$ cat config.mk
export PLATFORM = sky130hd
export DESIGN_NAME = tach_timer
export DESIGN_NICKNAME = d
export VERILOG_FILES = /design/src/rtl/tach_pkg.sv /design/src/rtl/tach_prescale.sv /design/src/rtl/tach_edge.sv /design/src/rtl/tach_channel.sv /design/src/rtl/tach_timer.sv
export SDC_FILE = /design/constraint.sdc
export NUM_CORES = 1
export LEC_CHECK = 0
export ABC_AREA = 1
export BUFFER_PORTS_ARGS = -buffer_cell sky130_fd_sc_hd__buf_2
export CORE_ASPECT_RATIO = 1.25
export CORE_MARGIN = 3
export CORE_UTILIZATION = 58
export CTS_BUF_LIST = sky130_fd_sc_hd__clkbuf_4 sky130_fd_sc_hd__clkbuf_8
export CTS_CLUSTER_SIZE = 24
export DETAILED_ROUTE_END_ITERATION = 16
export PLACE_DENSITY = 0.79
export SYNTH_ARGS = -nofsm -noshare
export SYNTH_HDL_FRONTEND = slang
export SYNTH_HIERARCHICAL = 1
export SYNTH_SLANG_ARGS = --single-unit
export TNS_END_PERCENT = 50
$ cat constraint.sdc
create_clock -name clk_i -period 1.7 [get_ports clk_i]
set_input_delay 0.085 -clock clk_i [delete_from_list [all_inputs] [get_ports clk_i]]
set_output_delay 0.085 -clock clk_i [all_outputs]
set_load 0.02 [all_outputs]
$ cat src/rtl/tach_pkg.sv
`timescale 1ns/1ps
package tach_pkg;
  parameter int CNT_W = 16;
  parameter int PRE_W = 8;
  parameter int AW    = 5;
  parameter int NCH   = 2;
  parameter int NPEND = 6;

  localparam logic [AW-1:0] OFS_CNT_A  = 5'h00;
  localparam logic [AW-1:0] OFS_CAP_A  = 5'h02;
  localparam logic [AW-1:0] OFS_CAP_B  = 5'h04;
  localparam logic [AW-1:0] OFS_CNT_B  = 5'h06;
  localparam logic [AW-1:0] OFS_PRE    = 5'h08;
  localparam logic [AW-1:0] OFS_RUN    = 5'h0A;
  localparam logic [AW-1:0] OFS_MODE   = 5'h0C;
  localparam logic [AW-1:0] OFS_STAT   = 5'h0E;
  localparam logic [AW-1:0] OFS_CLR    = 5'h10;
  localparam logic [AW-1:0] OFS_IEN    = 5'h12;
  localparam logic [AW-1:0] OFS_CMP_A  = 5'h14;
  localparam logic [AW-1:0] OFS_CMP_B  = 5'h16;
  localparam logic [AW-1:0] OFS_CCFG   = 5'h18;
  localparam logic [AW-1:0] OFS_SEL_A  = 5'h1A;
  localparam logic [AW-1:0] OFS_SEL_B  = 5'h1C;

  // per-channel control bit positions
  localparam int RUN_BIT  [NCH] = '{0, 3};
  localparam int MODE_BIT [NCH] = '{2, 5};
  localparam int CCFG_BIT [NCH] = '{2, 6};
endpackage

$ cat src/rtl/tach_prescale.sv
`timescale 1ns/1ps
module tach_prescale #(
  parameter int PRE_W = 8
) (
  input  logic             clk_i,
  input  logic             rst_ni,
  input  logic             active_i,
  input  logic [PRE_W-1:0] div_i,
  output logic             tick_o
);
  logic [PRE_W-1:0] phase_q;

  assign tick_o = active_i && (phase_q == div_i);

  always_ff @(posedge clk_i or negedge rst_ni) begin
    if (!rst_ni)                phase_q <= '0;
    else if (!active_i || tick_o) phase_q <= '0;
    else                        phase_q <= phase_q + 1'b1;
  end
endmodule

$ cat src/rtl/tach_edge.sv
`timescale 1ns/1ps
module tach_edge (
  input  logic clk_i,
  input  logic rst_ni,
  input  logic pin_i,
  output logic rise_o
);
  logic [2:0] sh_q;

  always_ff @(posedge clk_i or negedge rst_ni) begin
    if (!rst_ni) sh_q <= '0;
    else         sh_q <= {sh_q[1:0], pin_i};
  end

  assign rise_o = sh_q[1] & ~sh_q[2];
endmodule

$ cat src/rtl/tach_channel.sv
`timescale 1ns/1ps
module tach_channel #(
  parameter int CNT_W = 16
) (
  input  logic             clk_i,
  input  logic             rst_ni,
  input  logic             tick_i,
  input  logic             en_i,
  input  logic             cmp_en_i,
  input  logic             pin_i,
  input  logic             run_wr_i,
  input  logic             run_val_i,
  input  logic             cnt_wr_i,
  input  logic             cap_wr_i,
  input  logic             cmp_wr_i,
  input  logic [CNT_W-1:0] wdata_i,
  output logic [CNT_W-1:0] cnt_o,
  output logic [CNT_W-1:0] cap_o,
  output logic [CNT_W-1:0] cmp_o,
  output logic             run_o,
  output logic             cap_evt_o,
  output logic             tmo_evt_o,
  output logic             unf_evt_o
);
  logic rise;
  logic done;

  tach_edge u_edge (
    .clk_i  (clk_i),
    .rst_ni (rst_ni),
    .pin_i  (pin_i),
    .rise_o (rise)
  );

  // capture has priority over a timeout in the same cycle
  assign cap_evt_o = run_o && en_i && rise;
  assign tmo_evt_o = run_o && en_i && cmp_en_i && (cnt_o == cmp_o) && !rise;
  assign done      = cap_evt_o || tmo_evt_o;
  assign unf_evt_o = run_o && en_i && tick_i && (cnt_o == '0) && !done;

  always_ff @(posedge clk_i or negedge rst_ni) begin
    if (!rst_ni) begin
      run_o <= 1'b0;
      cnt_o <= '1;
      cap_o <= '1;
      cmp_o <= '0;
    end else begin
      if (done)          run_o <= 1'b0;
      else if (run_wr_i) run_o <= run_val_i;

      if (done)                  cnt_o <= cnt_o;
      else if (cnt_wr_i && !run_o) cnt_o <= wdata_i;
      else if (run_o && tick_i)  cnt_o <= cnt_o - 1'b1;

      if (cap_evt_o)     cap_o <= cnt_o;
      else if (cap_wr_i) cap_o <= wdata_i;

      if (cmp_wr_i)      cmp_o <= wdata_i;
    end
  end
endmodule

$ cat src/rtl/tach_timer.sv
`timescale 1ns/1ps
module tach_timer
  import tach_pkg::*;
#(
  parameter int CW = tach_pkg::CNT_W,
  parameter int PW = tach_pkg::PRE_W
) (
  input  logic          clk_i,
  input  logic          rst_ni,
  input  logic          we_i,
  input  logic [AW-1:0] addr_i,
  input  logic [15:0]   wdata_i,
  output logic [15:0]   rdata_o,
  input  logic [NCH-1:0] tach_i,
  output logic          irq_o
);
  logic [PW-1:0]          pre_q;
  logic [7:0]             mode_q, ccfg_q;
  logic [NCH-1:0]         sel_q;
  logic [NPEND-1:0]       pend_q, ien_q, set_v, clr_v;
  logic [NCH-1:0]         run_v, cap_evt, tmo_evt, unf_evt;
  logic [NCH-1:0][CW-1:0] cnt_v, cap_v, cmp_v;
  logic                   tick;

  localparam logic [AW-1:0] CNT_OFS [NCH] = '{OFS_CNT_A, OFS_CNT_B};
  localparam logic [AW-1:0] CAP_OFS [NCH] = '{OFS_CAP_A, OFS_CAP_B};
  localparam logic [AW-1:0] CMP_OFS [NCH] = '{OFS_CMP_A, OFS_CMP_B};
  localparam logic [AW-1:0] SEL_OFS [NCH] = '{OFS_SEL_A, OFS_SEL_B};

  tach_prescale #(.PRE_W(PW)) u_pre (
    .clk_i    (clk_i),
    .rst_ni   (rst_ni),
    .active_i (|run_v),
    .div_i    (pre_q),
    .tick_o   (tick)
  );

  for (genvar c = 0; c < NCH; c++) begin : g_ch
    tach_channel #(.CNT_W(CW)) u_ch (
      .clk_i     (clk_i),
      .rst_ni    (rst_ni),
      .tick_i    (tick),
      .en_i      (mode_q[MODE_BIT[c]]),
      .cmp_en_i  (ccfg_q[CCFG_BIT[c]]),
      .pin_i     (sel_q[c] ? tach_i[NCH-1-c] : tach_i[c]),
      .run_wr_i  (we_i && addr_i == OFS_RUN),
      .run_val_i (wdata_i[RUN_BIT[c]]),
      .cnt_wr_i  (we_i && addr_i == CNT_OFS[c]),
      .cap_wr_i  (we_i && addr_i == CAP_OFS[c]),
      .cmp_wr_i  (we_i && addr_i == CMP_OFS[c]),
      .wdata_i   (wdata_i[CW-1:0]),
      .cnt_o     (cnt_v[c]),
      .cap_o     (cap_v[c]),
      .cmp_o     (cmp_v[c]),
      .run_o     (run_v[c]),
      .cap_evt_o (cap_evt[c]),
      .tmo_evt_o (tmo_evt[c]),
      .unf_evt_o (unf_evt[c])
    );

    always_ff @(posedge clk_i or negedge rst_ni) begin
      if (!rst_ni)                             sel_q[c] <= 1'b0;
      else if (we_i && addr_i == SEL_OFS[c])   sel_q[c] <= wdata_i[0];
    end
  end

  // status bit order: capture A/B, wrap A/B, timeout A/B
  assign set_v = {tmo_evt[1], tmo_evt[0], unf_evt[1], unf_evt[0], cap_evt[1], cap_evt[0]};
  assign clr_v = (we_i && addr_i == OFS_CLR) ? wdata_i[NPEND-1:0] : '0;

  always_ff @(posedge clk_i or negedge rst_ni) begin
    if (!rst_ni) begin
      pre_q  <= '0;
      mode_q <= '0;
      ccfg_q <= '0;
      ien_q  <= '0;
      pend_q <= '0;
    end else begin
      pend_q <= (pend_q & ~clr_v) | set_v;
      if (we_i) begin
        case (addr_i)
          OFS_PRE:  pre_q  <= wdata_i[PW-1:0];
          OFS_MODE: mode_q <= wdata_i[7:0];
          OFS_CCFG: ccfg_q <= wdata_i[7:0];
          OFS_IEN:  ien_q  <= wdata_i[NPEND-1:0];
          default: ;
        endcase
      end
    end
  end

  assign irq_o = |(pend_q & ien_q);

  always_comb begin
    rdata_o = '0;
    case (addr_i)
      OFS_CNT_A: rdata_o = 16'(cnt_v[0]);
      OFS_CAP_A: rdata_o = 16'(cap_v[0]);
      OFS_CAP_B: rdata_o = 16'(cap_v[1]);
      OFS_CNT_B: rdata_o = 16'(cnt_v[1]);
      OFS_PRE:   rdata_o = 16'(pre_q);
      OFS_RUN:   rdata_o = {12'b0, run_v[1], 2'b0, run_v[0]};
      OFS_MODE:  rdata_o = {8'b0, mode_q};
      OFS_STAT:  rdata_o = 16'(pend_q);
      OFS_IEN:   rdata_o = 16'(ien_q);
      OFS_CMP_A: rdata_o = 16'(cmp_v[0]);
      OFS_CMP_B: rdata_o = 16'(cmp_v[1]);
      OFS_CCFG:  rdata_o = {8'b0, ccfg_q};
      OFS_SEL_A: rdata_o = {15'b0, sel_q[0]};
      OFS_SEL_B: rdata_o = {15'b0, sel_q[1]};
      default:   rdata_o = '0;
    endcase
  end
endmodule

==> flow_summary.yaml <==
pwr:
  p_sw_frac: 0.395
  p_seq_frac: 0.372
  total_power_mw: 17.1
  switching_power_mw: 6.75
  pwr-share-comb: 0.424
  leakagePower_nw: 5.90
  internal_power_mw: 10.4
  vdd_ir_drop_max_mv: 0.834
  clkPwrFrac: 0.204
  power_density_nw_per_um2: 1420
place:
  dp_hpwl_um: 22600
  io_buffers: 42
  place.gp.congestion: 0.948
  placed_area_sq_um: 10800
detailed_routing:
  wirelength_um: 31800
  via_per_inst: 5.80
  antenna_left: 0
  dr.pass1.iters: 6
  wl_met2_um: 15400
  drt_iter0_markers: 1262
  dr_wl_met3_um: 2650
  drc: 0
  vias: 10200
  wl_met1_um: 12000
  routedWlPerCell_um: 18.1
  routed.top_layer: "met4"
timing:
  hold_viol: 0
  grt_setup_unrepaired: "true"
  worst_slack_ns: -0.0575
  setup_violations: 18
  tightestPinTransition_ns: 0.421
  fin_crit_sh: 1.03
  layout_min_cycle_time_ns: 1.76
  clock-skew-final_ns: 0.00927
  slew_viol_final: 0
  max_freq_mhz: 569
  max_slew_margin: 0.719
  tns_ns: -0.232
critical_path:
  crit_arrival_ns: 2.16
  r2r_slack_ns: -0.06
  startpoint_type: "flop"
  required_ns: 2.10
  worst_setup_path_end_kind: "flop"
  worstSetupEndpoint: "g_ch[1].u_ch/cnt_o[7]"
  r2r_cells: 10
  crit_start: "g_ch[1].u_ch/cnt_o[10]"
  crit-reg2reg-capture: "g_ch[1].u_ch/cnt_o[7]"
  worstPathMaxFanout: 7
  critical_path_class: "reg2reg"
  timing.rr.start: "g_ch[1].u_ch/cnt_o[10]"
cts:
  clock-sinks: 150
  clock_path_buffers: 2
  path_clk_slew_ns: 0.08
  cts_tree: "built"
  clock_latency_ns: 0.47
  cts_buffers: 17
  clockRootBuffer: "clkbuf_8"
  htreeDepth: 4
layout:
  area_delta_synth_final_pct: 25.1
  drive_gt1_frac: 0.281
  antenna-diode-count: 0
  final_area_sq_um: 12000
  fin_nets: 1563
  fillerInstances: 1198
global_routing:
  grt_pass1_wl_um: 50400
  grt_pass1_vias: 9839
  antenna_found_initial: 0
  grtUsageTotal: 0.356
  grt_max_degree: 38
  overflow: 0
synth:
  netlist_instances: 1363
  seq_area_frac_synth: 0.399
  syn_nets: 1392
  syn_area_sq_um: 9600
  avgSynthCellArea_sq_um: 7.04
  yosysWarnings: 6
  ys_types: 42
  ys_seq_elements: 150
floorplan:
  io_pins: 43
  num_rows: 51
  initial_core_util: 0.604
  die_area_sq_um: 18100
  die_w_um: 121
  die_h_um: 150
  coreArea_sq_um: 15900
status:
  status: "finished with violations"
  violations: "setup timing"
min_path:
  hp-class: "in2async"
flow_run:
  drv_cap: 0
how the worst min path moves through the flow:
stage,start,endpoint,slack (ns),cells after the start
after global routing,rst_ni,pre_q[7],0.11,2
after CTS,rst_ni,pre_q[6],0.09,2
final,rst_ni,pre_q[7],0.09,2
after detailed placement,rst_ni,u_pre/phase_q[1],0.02,1
after global placement,rst_ni,u_pre/phase_q[4],0.02,1
after floorplan,rst_ni,ccfg_q[0],-0.21,0
state kept, by name (all words and copies together), names as in the netlist, 8 cells and up:
name,flops
g_ch.u_ch/cap_o,32
g_ch.u_ch/cmp_o,32
g_ch.u_ch/cnt_o,32
ccfg_q,8
mode_q,8
pre_q,8
u_pre/phase_q,8
metal layers:
| metal | GRT usage | vias to the layer above |
|---|---|---|
| li1 | - | 4718 |
| met1 | 0.445 | 4773 |
| met2 | 0.587 | 576 |
| met3 | 0.0575 | 129 |
| met4 | 0.199 | 0 |
| met5 | 0 | - |
Yosys cell counts:
master	count	share of area
o21ai_0	40	0.021
and3_1	2	0.0013
o221ai_1	28	0.026
clkbuf_1	16	0.0063
buf_1	4	0.0016
dfrtp_1	86	0.22
o211ai_1	4	0.0031
nor2_8	2	0.0042
o21ai_1	20	0.010
inv_1	145	0.057
buf_6	5	0.0059
nor3_1	10	0.0052
nor3b_1	2	0.0016
nand2_2	7	0.0046
nor3_2	2	0.0021
nand2_4	3	0.0035
dfstp_2	64	0.18
a21oi_1	7	0.0036
xor2_1	5	0.0046
nand3_2	1	0.0010
nor2_4	8	0.0094
mux2_2	12	0.014
inv_2	8	0.0031
buf_2	17	0.0089
nor4_1	1	0.00065
nor3_4	1	0.0017
nand4_1	45	0.029
xnor2_1	19	0.017
nor2_1	119	0.047
buf_4	5	0.0039
nand3_4	4	0.0073
a31oi_1	4	0.0026
clkinv_1	1	0.00039
nand2_1	518	0.20
nand3_1	109	0.057
a221oi_1	1	0.00091
ha_1	3	0.0039
nor2_2	10	0.0065
or2_2	5	0.0033
nand3b_1	2	0.0016
buf_8	2	0.0031
o21ai_2	16	0.015
worst max-delay path: stages, from the launching register on:
cell and delay, ns:
dfstp_2 0.57, inv_1 0.06, nand2_1 0.06, nand2_1 0.11, nor2_1 0.12, nand2_1 0.08
nor2_2 0.15, nand3_4 0.18, buf_6 0.19, nand4_1 0.11, nand2_1 0.06
per-stage QoR:
step,hold slack (ns),instances,worst slack (ns),util
after floorplan,-0.211,1363,0.0521,-
after global placement,0.0181,1684,-0.0187,0.679
after detailed placement,0.0155,1684,-0.0979,0.679
after CTS,0.0912,1746,-0.0315,0.736
after global routing,0.115,1759,-0.114,0.756
final,0.0897,1759,-0.0575,0.756
final cells by class:
| class | count | area [sq um] | share of cell area |
|---|---|---|---|
| multi-input cells | 1012 | 5170 | 0.431 |
| repair buffers | 199 | 1660 | 0.138 |
| inverters | 154 | 578 | 0.0481 |
| well taps | 212 | 265 | 0.0221 |
| flip-flops and latches | 150 | 3830 | 0.319 |
| clock buffers | 19 | 249 | 0.0207 |
| clock inverters | 13 | 253 | 0.0210 |
power by group through the flow:
stage / combinational [mW] / sequential (mW) / clock [mW]
finish: 7.24 / 6.37 / 3.49
global route: 7.97 / 6.50 / 3.64
CTS: 6.60 / 6.30 / 3.51
detailed placement: 6.31 / 6.36 / 0
global placement: 6.15 / 6.32 / 0
floorplan: 3.90 / 6.18 / 0
placed cells by master (no fill, tap or decap), types with 3 or more instances in the layout:
cell,instances
nor2_1,101
buf_6,24
inv_2,20
nand4_1,45
buf_2,30
dfstp_2,64
nand2_2,43
nand3_2,3
bufinv_16,7
buf_4,117
buf_12,8
nor3_2,7
nand3_4,6
nand2_4,6
o221ai_1,28
mux2_2,12
nor2_2,27
a21oi_1,7
clkbuf_8,17
inv_1,133
a31oi_1,4
o211ai_1,4
o21ai_0,40
nand3_1,107
dlygate4sd3_1,20
or2_2,5
o21ai_2,16
xor2_1,5
nor2_4,9
dfrtp_1,86
nor3_1,5
o21ai_1,20
nand2_1,477
xnor2_1,19
cells by family after synthesis:
family / synth area share
buf+inv: 0.0898
mux: 0.0141
fa+ha+maj: 0.00391
xor+xnor: 0.0219
compound gates: 0.0817
simple gates: 0.389
flops: 0.399
repair_timing:
| item | in CTS | in global routing |
|---|---|---|
| endpoints found under the hold margin | 157 | 0 |
| endpoints found under the setup margin | 38 | 59 |
| buffers inserted | 5 | 13 |
| gates cloned | 5 | 0 |
| resized for setup | 39 | 82 |
| pin swaps | 15 | 44 |
| hold buffers | 20 | 0 |
Note: power is estimated with default switching activity, not from simulation.
